--- src/rtl/boot_seq_pkg.sv ---
package boot_seq_pkg;

   typedef enum logic [2:0] {
      SRC_NONE  = 3'd0,
      SRC_USB   = 3'd1,
      SRC_SNOR  = 3'd2,
      SRC_EMMC  = 3'd3,
      SRC_SD    = 3'd4,
      SRC_SNAND = 3'd5
   } src_e;

   typedef enum logic [2:0] {
      ST_START,
      ST_SEEK,
      ST_ISSUE,
      ST_WAIT,
      ST_DONE,
      ST_EXHAUST
   } st_e;

   localparam int ORDER_SLOTS = 4;
   localparam int SRC_W       = 3;

   // one row of the strap-selected order; empty slots carry SRC_NONE
   function automatic src_e order_slot(input logic [2:0] s, input logic [1:0] k);
      src_e row [ORDER_SLOTS];
      case (s)
         3'b000, 3'b100: row = '{SRC_USB,   SRC_SNOR, SRC_EMMC, SRC_SD};
         3'b001, 3'b101: row = '{SRC_USB,   SRC_EMMC, SRC_SD,   SRC_NONE};
         3'b010, 3'b110: row = '{SRC_SNOR,  SRC_EMMC, SRC_SD,   SRC_USB};
         3'b011:         row = '{SRC_SNAND, SRC_EMMC, SRC_USB,  SRC_NONE};
         default:        row = '{SRC_EMMC,  SRC_SD,   SRC_USB,  SRC_NONE};
      endcase
      return row[k];
   endfunction

   function automatic src_e ovr_decode(input logic [1:0] c);
      case (c)
         2'b01:   return SRC_USB;
         2'b10:   return SRC_SD;
         2'b11:   return SRC_SNOR;
         default: return SRC_NONE;
      endcase
   endfunction

   function automatic logic wants_offset(input src_e s);
      return (s == SRC_SNOR) || (s == SRC_EMMC) || (s == SRC_SD);
   endfunction

endpackage

--- src/rtl/boot_order_table.sv ---
module boot_order_table
   import boot_seq_pkg::*;
#(
   parameter int SLOTS = ORDER_SLOTS
) (
   input  logic [2:0]             strap,
   output logic [SLOTS*SRC_W-1:0] order
);

   if (SLOTS != ORDER_SLOTS) begin : g_bad_slots
      $error("boot_order_table: SLOTS must equal ORDER_SLOTS");
   end

   for (genvar i = 0; i < SLOTS; i++) begin : g_slot
      assign order[i*SRC_W +: SRC_W] = order_slot(strap, 2'(i));
   end

endmodule

--- src/rtl/boot_force_ctl.sv ---
module boot_force_ctl
   import boot_seq_pkg::*;
(
   input  logic       clk,
   input  logic       cold_rst_n,
   input  logic       capture,
   input  logic [1:0] ovr_code,
   output src_e       forced
);

   logic usb_keep_q;
   src_e req_src;

   assign req_src = ovr_decode(ovr_code);
   assign forced  = usb_keep_q ? SRC_USB : req_src;

   // survives warm reset; only the power-on reset clears it
   always_ff @(posedge clk) begin
      if (!cold_rst_n)
         usb_keep_q <= 1'b0;
      else if (capture && (forced == SRC_USB))
         usb_keep_q <= 1'b1;
   end

endmodule

--- src/rtl/boot_try_timer.sv ---
module boot_try_timer #(
   parameter int W = 16
) (
   input  logic         clk,
   input  logic         rst_n,
   input  logic         clr,
   input  logic         run,
   input  logic [W-1:0] limit,
   output logic         expired
);

   if (W < 1) begin : g_bad_w
      $error("boot_try_timer: W must be at least 1");
   end

   logic [W-1:0] cnt_q;

   assign expired = run && (cnt_q == limit);

   always_ff @(posedge clk) begin
      if (!rst_n)
         cnt_q <= '0;
      else if (clr)
         cnt_q <= '0;
      else if (run && !expired)
         cnt_q <= cnt_q + W'(1);
   end

endmodule

--- src/rtl/boot_seq_top.sv ---
module boot_seq_top
   import boot_seq_pkg::*;
#(
   parameter  int TMO_W      = 16,
   parameter  int OFS_W      = 16,
   parameter  int IMG_OFFSET = 512,
   parameter  int EMMC_PARTS = 3,
   localparam int PART_W     = (EMMC_PARTS > 1) ? $clog2(EMMC_PARTS) : 1
) (
   input  logic              clk,
   input  logic              cold_rst_n,
   input  logic              warm_rst_n,
   input  logic [2:0]        strap,
   input  logic [1:0]        ovr_code,
   input  logic [TMO_W-1:0]  tmo_limit,
   input  logic              rsp_ok,
   input  logic              rsp_fail,
   output logic              try_stb,
   output logic [2:0]        try_src,
   output logic [PART_W-1:0] try_part,
   output logic [OFS_W-1:0]  try_offset,
   output logic              boot_ok,
   output logic [2:0]        boot_src,
   output logic              all_failed
);

   localparam int LIST_N = ORDER_SLOTS + 1;        // forced slot + strap slots
   localparam int IDX_W  = $clog2(LIST_N + 1);

   if (EMMC_PARTS < 1 || EMMC_PARTS > 4) begin : g_bad_parts
      $error("boot_seq_top: EMMC_PARTS must be 1..4");
   end
   if (IMG_OFFSET < 0 || IMG_OFFSET >= (2 ** OFS_W)) begin : g_bad_ofs
      $error("boot_seq_top: IMG_OFFSET does not fit OFS_W");
   end

   logic rst_all_n;
   assign rst_all_n = cold_rst_n & warm_rst_n;

   st_e               st_q;
   src_e              list_q [LIST_N];
   logic [IDX_W-1:0]  idx_q;
   src_e              cur_q;
   logic [PART_W-1:0] part_q;
   logic              ok_q;
   src_e              win_q;
   logic              fail_q;

   logic [ORDER_SLOTS*SRC_W-1:0] order_w;
   src_e forced_w;
   logic tmo_w;
   logic capture_w;
   src_e cand;
   logic at_end, skip, more_parts;

   boot_order_table #(.SLOTS(ORDER_SLOTS)) u_tab (
      .strap (strap),
      .order (order_w)
   );

   assign capture_w = (st_q == ST_START) && rst_all_n;

   boot_force_ctl u_frc (
      .clk        (clk),
      .cold_rst_n (cold_rst_n),
      .capture    (capture_w),
      .ovr_code   (ovr_code),
      .forced     (forced_w)
   );

   boot_try_timer #(.W(TMO_W)) u_tmr (
      .clk     (clk),
      .rst_n   (rst_all_n),
      .clr     (st_q == ST_ISSUE),
      .run     (st_q == ST_WAIT),
      .limit   (tmo_limit),
      .expired (tmo_w)
   );

   // candidate at the list pointer
   always_comb begin
      cand = SRC_NONE;
      for (int i = 0; i < LIST_N; i++)
         if (idx_q == IDX_W'(i)) cand = list_q[i];
   end

   assign at_end = (idx_q == IDX_W'(LIST_N));
   assign skip   = (cand == SRC_NONE) ||
                   ((idx_q != '0) && (cand == list_q[0]));

   if (EMMC_PARTS > 1) begin : g_retry
      assign more_parts = (cur_q == SRC_EMMC) &&
                          (part_q != PART_W'(EMMC_PARTS - 1));
   end else begin : g_noretry
      assign more_parts = 1'b0;
   end

   always_ff @(posedge clk) begin
      if (!rst_all_n) begin
         st_q   <= ST_START;
         idx_q  <= '0;
         cur_q  <= SRC_NONE;
         part_q <= '0;
         ok_q   <= 1'b0;
         win_q  <= SRC_NONE;
         fail_q <= 1'b0;
         for (int i = 0; i < LIST_N; i++) list_q[i] <= SRC_NONE;
      end else begin
         case (st_q)
            ST_START: begin
               list_q[0] <= forced_w;
               for (int i = 0; i < ORDER_SLOTS; i++)
                  list_q[i+1] <= src_e'(order_w[i*SRC_W +: SRC_W]);
               idx_q <= '0;
               st_q  <= ST_SEEK;
            end
            ST_SEEK: begin
               if (at_end) begin
                  fail_q <= 1'b1;
                  st_q   <= ST_EXHAUST;
               end else if (skip) begin
                  idx_q <= idx_q + IDX_W'(1);
               end else begin
                  cur_q  <= cand;
                  part_q <= '0;
                  st_q   <= ST_ISSUE;
               end
            end
            ST_ISSUE: st_q <= ST_WAIT;
            ST_WAIT: begin
               if (rsp_ok) begin
                  ok_q  <= 1'b1;
                  win_q <= cur_q;
                  st_q  <= ST_DONE;
               end else if (rsp_fail || tmo_w) begin
                  if (more_parts) begin
                     part_q <= part_q + PART_W'(1);
                     st_q   <= ST_ISSUE;
                  end else begin
                     idx_q <= idx_q + IDX_W'(1);
                     st_q  <= ST_SEEK;
                  end
               end
            end
            ST_DONE:    st_q <= ST_DONE;
            ST_EXHAUST: st_q <= ST_EXHAUST;
            default:    st_q <= ST_START;
         endcase
      end
   end

   assign try_stb    = (st_q == ST_ISSUE);
   assign try_src    = cur_q;
   assign try_part   = part_q;
   assign try_offset = wants_offset(cur_q) ? OFS_W'(IMG_OFFSET) : '0;
   assign boot_ok    = ok_q;
   assign boot_src   = win_q;
   assign all_failed = fail_q;

endmodule

--- config.mk ---
export PLATFORM = sky130hd
export DESIGN_NAME = boot_seq_top
export DESIGN_NICKNAME = d
export VERILOG_FILES = /design/src/rtl/boot_seq_pkg.sv /design/src/rtl/boot_order_table.sv /design/src/rtl/boot_force_ctl.sv /design/src/rtl/boot_try_timer.sv /design/src/rtl/boot_seq_top.sv
export SDC_FILE = /design/constraint.sdc
export NUM_CORES = 1
export LEC_CHECK = 0
export BUFFER_PORTS_ARGS = -buffer_cell sky130_fd_sc_hd__clkbuf_2
export CORE_MARGIN = 5
export CORE_UTILIZATION = 45
export DETAILED_ROUTE_END_ITERATION = 10
export MAX_ROUTING_LAYER = met4
export PLACE_DENSITY_LB_ADDON = 0.1
export SYNTH_ARGS = -nofsm -noshare
export SYNTH_HDL_FRONTEND = slang
export SYNTH_HIERARCHICAL = 1
export SYNTH_SLANG_ARGS = --single-unit
--- constraint.sdc ---
create_clock -name clk -period 3.1 [get_ports clk]
set_input_delay 0.62 -clock clk [delete_from_list [all_inputs] [get_ports clk]]
set_output_delay 0.62 -clock clk [all_outputs]
set_load 0.02 [all_outputs]
==> Yosys cells after proc, flatten, opt, wreduce, memory -nomap -nowiden <==
Memory sizes are Yosys's and may differ from the RTL's.
Cells that the tools add are included.
{ "word_totals": {"register_bits": 33, "latchBits": 0, "ram_bits": 15, "rom_bits": 0, "out_inout_bits": 27, "memories": 1} }
{ "memory_table": {"columns": ["name", "depth", "word_bits", "rd", "rd_ports_with_merged_regs", "wr", "line", "source"], "rows": [
  ["list_q", 5, 3, 5, 0, 5, "boot_seq_top.sv:41", "src_e list_q [LIST_N];"]
]} }
{ "op_classes": {"add_sub_neg": 3, "n_mul": 0, "n_div": 0, "n_lt_le_gt_ge": 0, "n_eq_ne": 35, "shifts": 0, "n_mux": 36, "n_bitwise": 9, "n_reduce_logical": 28} }
{ "op_table": {"columns": ["cell", "n"], "rows": [
  ["3-bit two-way mux", 20],
  ["12-bit one-hot mux with 4 select lines", 1],
  ["3-bit by 2-bit == test with 1-bit output (second input constant)", 8],
  ["3-bit == test (second input constant)", 8],
  ["3-bit one-hot mux with 3 select lines", 2],
  ["3-bit one-hot mux with 6 select lines", 1],
  ["16-bit by 1-bit adder with 16-bit output (second input constant)", 1],
  ["16-bit == test", 1],
  ["2-bit inequality test (second input constant)", 8],
  ["3-bit by 1-bit == test with 1-bit output (second input constant)", 4],
  ["3-bit logical NOT", 4],
  ["2-bit two-way mux", 6],
  ["6-bit AND reduction", 2],
  ["10-bit two-way mux", 1],
  ["2-bit OR reduction", 4],
  ["1-bit logical AND", 6],
  ["3-bit inequality test (second input constant)", 2],
  ["2-bit AND reduction", 3],
  ["3-bit nonzero test", 2],
  ["1-bit bitwise OR", 5],
  ["2-bit == test (second input constant)", 2],
  ["1-bit logical OR", 4],
  ["1-bit two-way mux", 4],
  ["2-bit one-hot mux with 2 select lines", 1],
  ["other kinds (9)", 11]
]} }

==> Depth between registers and ports, before layout <==
Gate-level depths: netlist (run 1).
{ "logic_depth": {"ltp_word": 12, "ltp_mapped": 13} }

==> Hierarchy <==
Netlist (run 1), hierarchy kept.
{ "by_module_without_submodules": {"columns": ["mod", "instances", "cells_each", "area_each_um2"], "rows": [
  ["boot_seq_top", 1, 189, 1824.2],
  ["boot_try_timer", 1, 117, 994.7],
  ["boot_order_table", 1, 18, 141.4],
  ["boot_force_ctl", 1, 8, 62.6]
]} }

==> Worst setup path after synthesis (run 1) <==
No wires, ideal clock.
{ "synth_timing": {"path_type": "input to register", "from": "input tmo_limit[5]", "to": "register idx_q[2]", "setup_time_ns": 0.121, "arrival_ns": 2.617, "setup_slack_ns": 0.362, "path_stages": 10, "n_path_buf": 0, "path_cell_list": "xnor2_1 nand4_2 or4_1 nor2_1 nor2_1 nor2_1 nand3_1 a211o_1 o21ba_4 mux2_4"} }
{ "synth_between": {"elab_chain_len": 5} }
{ "synth_lines": {"columns": ["item", "line", "source"], "rows": [
  ["from (decl)", "boot_seq_top.sv:15", "input logic [TMO_W-1:0] tmo_limit,"],
  ["16-bit == test", "boot_try_timer.sv:18", "assign expired = run && (cnt_q == limit);"],
  ["1-bit logical AND", "boot_try_timer.sv:18", null],
  ["via tmo_w", "boot_seq_top.sv:51", "logic tmo_w;"],
  ["1-bit logical OR", "boot_seq_top.sv:135", "end else if (rsp_fail || tmo_w) begin"],
  ["2-bit inequality test (no line)", null, null],
  ["6-bit AND reduction (no line)", null, null],
  ["to (signal assigned)", "boot_seq_top.sv:122", "idx_q <= idx_q + IDX_W'(1);"],
  ["to (signal assigned)", "boot_seq_top.sv:140", "idx_q <= idx_q + IDX_W'(1);"],
  ["to (decl)", "boot_seq_top.sv:42", "logic [IDX_W-1:0] idx_q;"]
]} }
The timed path passes the listed nets, and every way through them passes these cells.
A chain may end at the register's enable or synchronous reset.

==> Final worst setup path (run 1) <==
{ "layout_timing": {"from": "register u_tmr.cnt_q[3]", "to": "register idx_q[2]"} }
{ "layout_between": {"elab_chain_len": 5} }
{ "layout_lines": {"columns": ["item", "line", "source"], "rows": [
  ["from (decl)", "boot_try_timer.sv:16", "logic [W-1:0] cnt_q;"],
  ["from (signal assigned)", "boot_try_timer.sv:26", "cnt_q <= cnt_q + W'(1);"],
  ["16-bit == test", "boot_try_timer.sv:18", null],
  ["1-bit logical AND", "boot_try_timer.sv:18", null],
  ["via tmo_w", "boot_seq_top.sv:51", null],
  ["1-bit logical OR", "boot_seq_top.sv:135", null],
  ["2-bit inequality test (no line)", null, null],
  ["6-bit AND reduction (no line)", null, null]
]} }
The timed path passes the listed nets, and every way through them passes these cells.

==> results_dict.tcl, run 1 <==
set metrics [dict create \
    place_area_um2 3240 \
    hold_viol 0 \
    place_congestion 0.798 \
    clkSinkCount 48 \
    required_ps 3300 \
    port_buffers 37 \
    ant_nets 0 \
    power_density_nw_per_um2 367 \
    power_mw 1.23 \
    p_int_mw 0.925 \
    ys_seq_elements 48 \
    die_y_um 92.0 \
    vdd_ir_drop_max_mv 0.162 \
    dieArea_um2 8460 \
    combinationalPowerShare_pct 11.2 \
    status "complete, no violations" \
    drc 0 \
    hold_start "boot_ok$_SDFFE_PN0P_" \
    ys_types 54 \
    h-tree-depth 2 \
    synth_common_cells "dfxtp_1 (33), nand2_1 (27), nor2_1 (19), a21oi_1 (18), buf_4 (17)" \
    grt_pass1_vias 2366 \
    fin_tns_setup_ps 0 \
    whs_ps 455 \
    critPathCaptureType "flip-flop" \
    vias_per_cell 5.28 \
    maxCapViolCount 0 \
    firstDrtPassIters 4 \
    cp_slowest_cell "or4_1" \
    coreArea_um2 6460 \
    drt-wirelength-per-cell_um 13.5 \
    synth_edf_count 15 \
    finalNetCount 411 \
    r2r_cells 10 \
    hold_path.class "flip-flop to flip-flop" \
    rrSetupSlack_ps 410 \
    postCtsSetupBuffers 0 \
    ys.flop_type "dfxtp_1" \
    yosysTopAreaCell "dfxtp_1" \
    skew_ps 11.5 \
    sw_frac_of_total_pct 24.8 \
    tightest_slew_ps 662 \
    wl_mm 6.09 \
    drt_iter0_markers 173 \
    drive_gt1_share_pct 19.0 \
    path_clk_slew_ps 90 \
    yosys_warnings 6 \
    r2r_start "u_tmr/cnt_q[3]$_SDFFE_PP0P_" \
    clockPowerShare_pct 34.1 \
    slowest_delay_ps 560 \
    r2r-end "idx_q[2]$_SDFFE_PN0P_" \
    report.final.slew_viol_count 0 \
    post-place-ws_ps 107 \
    syn-mean-instance-area_um2 9.11 \
    holdPathStages 2 \
    area_growth_pct 10.8 \
    critPathKind "flip-flop to flip-flop" \
    rsz0062_at_grt "no" \
    crit_arrival_ps 2890 \
    synthArstFlopShare_pct 0 \
    hold_path_end "boot_ok$_SDFFE_PN0P_" \
    cp_max_fo 7 \
    num_rows 29 \
    dp_hpwl_mm 4.62 \
    via_count 2380 \
    period_share_pct 86.9 \
    cts_buffers 5 \
    ys_seq_area_share_pct 36.8 \
    fin_crit_ps 2690 \
    chipWidth_um 92.0 \
    setup-violations-final 0 \
    start_kind "flip-flop" \
    cts_hold_buffers 0 \
    grt_max_degree 27 \
    yosys-top-cells-area "dfxtp_1 (22%), edfxtp_1 (15%), ha_1 (5.0%)" \
    yosysMostFrequentCell "dfxtp_1" \
    track_usage_pct 15.3 \
    max_slew_margin_pct 55.9 \
    clk_path_buf_depth 2 \
    antenna_cells 0 \
    cts_tree "done" \
    yosysTopAreaCellShare_pct 21.9 \
    ioPinCount 53 \
    antenna_found_initial 0 \
    post_cts_resized 0 \
    cpMostUsedCell "nor2_1" \
    leakage_nw 1.37 \
    seqPwrFrac_pct 54.7 \
    start_util_pct 46.8 \
    fin_area_um2 3350 \
    cts_root_buf "clkbuf_8" \
    p_sw_mw 0.306 \
    syn-cell-area_um2 3020 \
    grt.overflow.total 0 \
    setup_slack_ps 407 \
    grt_pass1_wl_mm 10.4 \
    clk_latency_ps 300 \
    fmax_mhz 371 \
    syn_inst 332 \
    path_cells "xnor2_1, nand4_2, or4_1, nor2_1, nor2_1, nor2_1, nand3_1, a211o_1, o21ba_4, mux2_4" \
]
## power by group through the flow
stage | clock network (mW) | registers, mW | logic, mW
6_report | 0.420 | 0.673 | 0.138
5_1_grt | 0.457 | 0.675 | 0.153
4_1_cts | 0.436 | 0.673 | 0.139
3_5_place_dp | 0 | 0.688 | 0.138
3_3_place_gp | 0 | 0.688 | 0.137
2_1_floorplan | 0 | 0.683 | 0.115
## placed cells by master, fill, tap and decap left out, types with 3 or more instances in the layout
cell / count
nand4_1: 5
a31oi_1: 3
nand2_1: 27
ha_1: 12
and3_1: 4
nor2_1: 19
nand3_1: 13
o21ai_0: 6
inv_1: 16
buf_4: 7
clkbuf_2: 37
and2_1: 16
or4_1: 6
conb_1: 16
mux2i_1: 9
a21oi_1: 18
nor2b_1: 5
nand3b_1: 3
o21ai_1: 11
xnor2_1: 16
nand2b_1: 9
dfxtp_1: 33
or3_1: 12
o31ai_1: 7
edfxtp_1: 15
clkbuf_8: 5
## kinds of logic (layout without fill, tap and decap cells)
group	count (synthesis)	in the layout	synth area share [%]
buffers and inverters	40	68	7.62
and+or+nand+nor	138	138	26.1
other	2	16	0.248
AOI/OAI and AO/OA	64	64	15.5
muxes	11	11	3.85
adders and majority gates	12	12	4.97
xor gates and xnor gates	17	17	4.93
DFF	48	48	36.8
## layer usage
metal / track usage (%) / vias up / share of wire, %
li1: - / 1238 / -
met4: 4.21 / 0 / 1.2
met1: 17.1 / 1088 / 46
met5: - / - / 0
met2: 27.3 / 48 / 49
met3: 3.36 / 6 / 4.3
## worst max path at each step
stage	start	end	cells past startpoint
final	u_tmr/cnt_q[3]$_SDFFE_PP0P_	idx_q[2]$_SDFFE_PN0P_	10
after global routing	u_tmr/cnt_q[3]$_SDFFE_PP0P_	idx_q[2]$_SDFFE_PN0P_	10
after CTS	u_tmr/cnt_q[3]$_SDFFE_PP0P_	idx_q[2]$_SDFFE_PN0P_	10
after detailed placement	tmo_limit[3]	idx_q[2]$_SDFFE_PN0P_	11
after global placement	tmo_limit[3]	idx_q[2]$_SDFFE_PN0P_	11
after floorplan	tmo_limit[5]	idx_q[2]$_SDFFE_PN0P_	10
## critical path: cells and delay by family, from the launching register on
kind             cells  cell delay (ps)
AND/OR/NAND/NOR      6             1090
flip-flops           1              460
AO/OA/AOI/OAI        2              570
XOR/XNOR             1              180
multiplexers         1              290
## state kept, by name (all words and copies together), names as in the netlist, 2 cells and up
signal and count:
st_q 3, idx_q 3, boot_src 3, u_tmr/cnt_q 16
try_part 2, list_q 15, try_src 3
## stage by stage
step	util [%]	std cells
2_1_floorplan	-	346
3_3_place_gp	50.2	443
3_5_place_dp	50.2	443
4_1_cts	51.9	451
5_1_grt	51.9	451
6_report	51.9	451
## area by class of cell
cell class              count  area (um^2)
multi-input cells         258         1740
fillers                   631         3110
flip-flops and latches     48         1110
repair buffers             44          238
inverters                  16         60.1
clock buffers               6         93.8
clock inverters             2         12.5
well taps                  77         96.3
No activity file was read; power rests on OpenSTA's default activity.
==> run 2, diff against run 1 <==
--- a/config.mk
+++ b/config.mk
@@ -6,7 +6,6 @@
 export NUM_CORES = 1
 export LEC_CHECK = 0
 export BUFFER_PORTS_ARGS = -buffer_cell sky130_fd_sc_hd__clkbuf_2
-export CORE_MARGIN = 5
 export CORE_UTILIZATION = 45
 export DETAILED_ROUTE_END_ITERATION = 10
 export MAX_ROUTING_LAYER = met4
==> results_dict.tcl, run 2 (synthesis results as in run 1) <==
set metrics [dict create \
    vdd_ir_drop_max_mv 0.236 \
    final_util_pct 52.5 \
    hold_viol 0 \
    antenna_cells 0 \
    whs_ps 452 \
    track_usage_pct 17.9 \
    max_slew_margin_pct 58.9 \
    reg.largest.list "u_tmr/cnt_q (16), list_q (15)" \
    wl_mm 5.78 \
    dieArea_um2 7050 \
    crit_cells 10 \
    leakage_nw 1.38 \
    die_y_um 84.0 \
    grt_max_degree 21 \
    crit_start "u_tmr/cnt_q[3]$_SDFFE_PP0P_" \
    crit_family "simple AND/OR/NAND/NOR gates" \
    report.final.slew_viol_count 0 \
    r2r_cells 10 \
    slowest_delay_ps 580 \
    status "finished with violations" \
    r2r-end "idx_q[2]$_SDFFE_PN0P_" \
    rrSetupSlack_ps 430 \
    setup_slack_ps 428 \
    clkSinkCount 48 \
    firstDrtPassIters 7 \
    post-place-ws_ps 139 \
    crit_arrival_ps 2870 \
    fin_crit_ps 2670 \
    ioPinCount 53 \
    power_mw 1.31 \
    finalNetCount 411 \
    drc 6 \
    violations "design-rule violations" \
    cts_tree "done" \
    ant_nets 0 \
    cts_hold_buffers 0 \
    postCtsSetupBuffers 0 \
    drive_gt1_share_pct 19.0 \
    clk_latency_ps 300 \
    start_util_pct 47.1 \
    largest-register "u_tmr/cnt_q" \
    grt.overflow.total 0 \
    tightest_slew_ps 617 \
    sw_frac_of_total_pct 23.3 \
    critPathKind "flip-flop to flip-flop" \
    port_buffers 37 \
    final_common_cell "clkbuf_2" \
    coreArea_um2 6420 \
    required_ps 3300 \
    final_cell_mix "clkbuf_2 (37), dfxtp_1 (33), nand2_1 (27), nor2_1 (19), a21oi_1 (18)" \
    clockPowerShare_pct 38.1 \
    cp_max_fo 7 \
    fmax_mhz 374 \
    drt-wirelength-per-cell_um 12.8 \
    dp_hpwl_mm 4.43 \
    area_growth_pct 11.5 \
    p_sw_mw 0.304 \
    skew_ps 9.28 \
    path_cells "xnor2_1, nand4_2, or4_1, nor2_1, nor2_1, nor2_1, nand3_1, a211o_1, o21ba_4, mux2_4" \
    fin_tns_setup_ps 0 \
    path_buf_inv 0 \
    drt_iter0_markers 90 \
    hold_path.class "flip-flop to flip-flop" \
    chipWidth_um 84.0 \
    post_cts_resized 0 \
    grt_pass1_vias 2168 \
    via_count 2382 \
    clk_path_buf_depth 2 \
    start_kind "flip-flop" \
    cts_root_buf "clkbuf_8" \
    cpMostUsedCell "nor2_1" \
    setup-violations-final 0 \
    period_share_pct 86.2 \
    seqPwrFrac_pct 51.5 \
    cts_buffers 5 \
    critPathCapture "idx_q[2]$_SDFFE_PN0P_" \
    cp_slowest_cell "or4_1" \
    largest_register_ff_count 16 \
    r2r_start "u_tmr/cnt_q[3]$_SDFFE_PP0P_" \
    num_rows 29 \
    grt_pass1_wl_mm 9.92 \
    vias_per_cell 5.28 \
    maxCapViolCount 0 \
    rsz0062_at_grt "no" \
    p_int_mw 1.00 \
    antenna_found_initial 0 \
    combinationalPowerShare_pct 10.5 \
    h-tree-depth 2 \
    place_congestion 0.843 \
    path_clk_slew_ps 90 \
    power_density_nw_per_um2 388 \
    critPathCaptureType "flip-flop" \
]
[run 2: cell count changes in the layout (fill, tap and decap cells not counted), sizes merged]
cell      delta
bufinv       +1
clkbuf       +1
clkinv       -1
clkinvlp     -1
[run 2: power by group through the flow]
stage / Sequential [mW] / Clock [mW] / Combinational (mW)
3_5_place_dp: 0.688 / 0 / 0.139
6_report: 0.673 / 0.498 / 0.137
5_1_grt: 0.676 / 0.537 / 0.154
2_1_floorplan: 0.683 / 0 / 0.115
3_3_place_gp: 0.688 / 0 / 0.137
4_1_cts: 0.674 / 0.509 / 0.139
[run 2: worst min-delay path by stage]
| stage | from | endpoint | slack, ps | cells after the start |
|---|---|---|---|---|
| global route | boot_ok$_SDFFE_PN0P_ | boot_ok$_SDFFE_PN0P_ | 480 | 2 |
| CTS | boot_ok$_SDFFE_PN0P_ | boot_ok$_SDFFE_PN0P_ | 450 | 2 |
| finish | boot_ok$_SDFFE_PN0P_ | boot_ok$_SDFFE_PN0P_ | 450 | 2 |
| floorplan | u_frc/usb_keep_q$_SDFFE_PN0P_ | u_frc/usb_keep_q$_SDFFE_PN0P_ | 440 | 2 |
| detailed placement | boot_ok$_SDFFE_PN0P_ | boot_ok$_SDFFE_PN0P_ | 440 | 2 |
| global placement | boot_ok$_SDFFE_PN0P_ | boot_ok$_SDFFE_PN0P_ | 440 | 2 |
[run 2: final cells by class]
cell class / instances / area, um^2
fill: 605 / 3050
multi-input combinational: 258 / 1740
timing repair buffer: 44 / 238
sequential: 48 / 1110
inverter: 16 / 60.1
clock buffer: 7 / 96.3
clock inverter: 1 / 30.0
tap: 77 / 96.3
[run 2: per-stage QoR]
stage	instance area [um^2]	instances
floorplan	3080	346
finish	3370	451
global placement	3240	443
detailed placement	3240	443
global route	3370	451
CTS	3370	451
[run 2: metal layers]
layer	share of wire [%]	vias up	GRT usage, %
met3	3.0	6	3.07
met2	49	37	29.9
li1	-	1231	-
met4	1.0	0	4.86
met5	0	-	-
met1	47	1108	22.4
[run 2: worst min-delay path: cells and delay by family, from the launching register on]
family	cells	cell delay, ps
buffers and inverters	1	50
AO/OA/AOI/OAI	1	50
flip-flops	1	320
==> run 3, diff against run 2 <==
--- a/config.mk
+++ b/config.mk
@@ -6,6 +6,7 @@
 export NUM_CORES = 1
 export LEC_CHECK = 0
 export BUFFER_PORTS_ARGS = -buffer_cell sky130_fd_sc_hd__clkbuf_2
+export CORE_ASPECT_RATIO = 0.9
 export CORE_UTILIZATION = 45
 export DETAILED_ROUTE_END_ITERATION = 10
 export MAX_ROUTING_LAYER = met4
==> results_dict.tcl, run 3 (synthesis results as in run 1) <==
set metrics [dict create \
    fin_crit_ps 2730 \
    grt_max_degree 27 \
    crit_arrival_ps 2920 \
    report.final.slew_viol_count 0 \
    reg.largest.list "u_tmr/cnt_q (16), list_q (15)" \
    power_mw 1.23 \
    setup-violations-final 0 \
    wl_met1_mm 3.14 \
    power_density_nw_per_um2 367 \
    r2r-end "idx_q[2]$_SDFFE_PN0P_" \
    critPathKind "flip-flop to flip-flop" \
    final_util_pct 53.3 \
    place_congestion 0.816 \
    area_growth_pct 10.8 \
    status "complete, no violations" \
    required_ps 3300 \
    cts_tree "done" \
    port_buffers 37 \
    final_common_cell "clkbuf_2" \
    dieArea_um2 7050 \
    hold_start "boot_ok$_SDFFE_PN0P_" \
    fin_tns_setup_ps 0 \
    ant_nets 0 \
    coreArea_um2 6280 \
    grt.overflow.total 0 \
    via_count 2369 \
    wl_mm 5.90 \
    cts_buffers 5 \
    postCtsSetupBuffers 0 \
    finalNetCount 409 \
    drive_gt1_share_pct 18.5 \
    skew_ps 9.83 \
    ioPinCount 53 \
    hold_path.class "flip-flop to flip-flop" \
    critPathCaptureType "flip-flop" \
    die_y_um 79.8 \
    antenna_found_initial 0 \
    holdPathStages 2 \
    path_clk_slew_ps 90 \
    num_rows 27 \
    vias_per_cell 5.16 \
    chipWidth_um 88.4 \
    r2r_cells 10 \
    final_cell_mix "clkbuf_2 (37), dfxtp_1 (33), nand2_1 (27), nor2_1 (19), a21oi_1 (18)" \
    rrSetupSlack_ps 370 \
    nFillCells 601 \
    h-tree-depth 2 \
    leakage_nw 1.36 \
    start_util_pct 48.1 \
    cts_hold_buffers 0 \
    fmax_mhz 367 \
    drt-wirelength-per-cell_um 12.9 \
    tightest_slew_ps 674 \
    antenna_cells 0 \
    largest-register "u_tmr/cnt_q" \
    cp_max_fo 7 \
    dp_hpwl_mm 4.42 \
    hold_viol 0 \
    max_slew_margin_pct 55.0 \
    grt_pass1_wl_mm 9.66 \
    clk_path_buf_depth 2 \
    r2r_start "u_tmr/cnt_q[6]$_SDFFE_PP0P_" \
    clk_latency_ps 300 \
    drc 0 \
    highest_layer "met4" \
    post_cts_resized 0 \
    grt_pass1_vias 2125 \
    start_kind "flip-flop" \
    drt_iter0_markers 88 \
    rsz0062_at_grt "no" \
    detailroute.wirelength.met2_mm 2.52 \
    wl_met3_um 185 \
    maxCapViolCount 0 \
    firstDrtPassIters 4 \
    hold_path_end "boot_ok$_SDFFE_PN0P_" \
    clkSinkCount 48 \
    largest_register_ff_count 16 \
    track_usage_pct 18.0 \
    period_share_pct 88.0 \
    cts_root_buf "clkbuf_8" \
    vdd_ir_drop_max_mv 0.178 \
]
## run 3: worst max-delay path: stages (launching register included)
cell and delay [ps]:
dfxtp_1 490, xnor2_1 170, nand4_2 150, or4_1 580, nor2_1 110, nor2_1 70
nor2_1 90, nand3_1 80, a211o_1 330, o21ba_4 250, mux2_4 290
## run 3: power breakdown
group / switching [mW] / internal, mW / total, mW
registers: 0.0102 / 0.662 / 0.673
clock network: 0.213 / 0.206 / 0.420
logic: 0.0811 / 0.0560 / 0.137
## run 3: routing by layer
metal	vias to the layer above	global-route usage (%)
met5	-	-
met4	0	5.32
met3	5	3.31
met2	46	26.6
met1	1085	24.9
li1	1233	-
## run 3: area by class of cell
class                      instances  area (um^2)  share of cell area (%)
tap                               87          109                    3.25
clock buffer                       6         93.8                    2.80
multi-input combinational        258         1740                    51.9
inverter                          16         60.1                    1.79
sequential                        48         1110                    33.2
timing repair buffer              42          223                    6.65
clock inverter                     2         12.5                   0.374
## run 3: worst max path at each step
stage	from	end	slack, ps	cells after the start
global route	st_q[0]$_SDFFE_PN0P_	idx_q[2]$_SDFFE_PN0P_	210	11
CTS	u_tmr/cnt_q[6]$_SDFFE_PP0P_	idx_q[2]$_SDFFE_PN0P_	370	10
global placement	tmo_limit[5]	idx_q[2]$_SDFFE_PN0P_	170	11
floorplan	tmo_limit[5]	idx_q[2]$_SDFFE_PN0P_	360	10
finish	u_tmr/cnt_q[6]$_SDFFE_PP0P_	idx_q[2]$_SDFFE_PN0P_	370	10
detailed placement	tmo_limit[5]	idx_q[2]$_SDFFE_PN0P_	120	11
## run 3: through the flow
step	std cells	hold slack, ps	area, um^2	setup WS [ps]
after global routing	459	491	3350	206
after global placement	451	434	3240	168
after detailed placement	451	445	3240	119
after floorplan	346	442	3080	362
final	459	457	3350	373
after CTS	459	458	3350	368
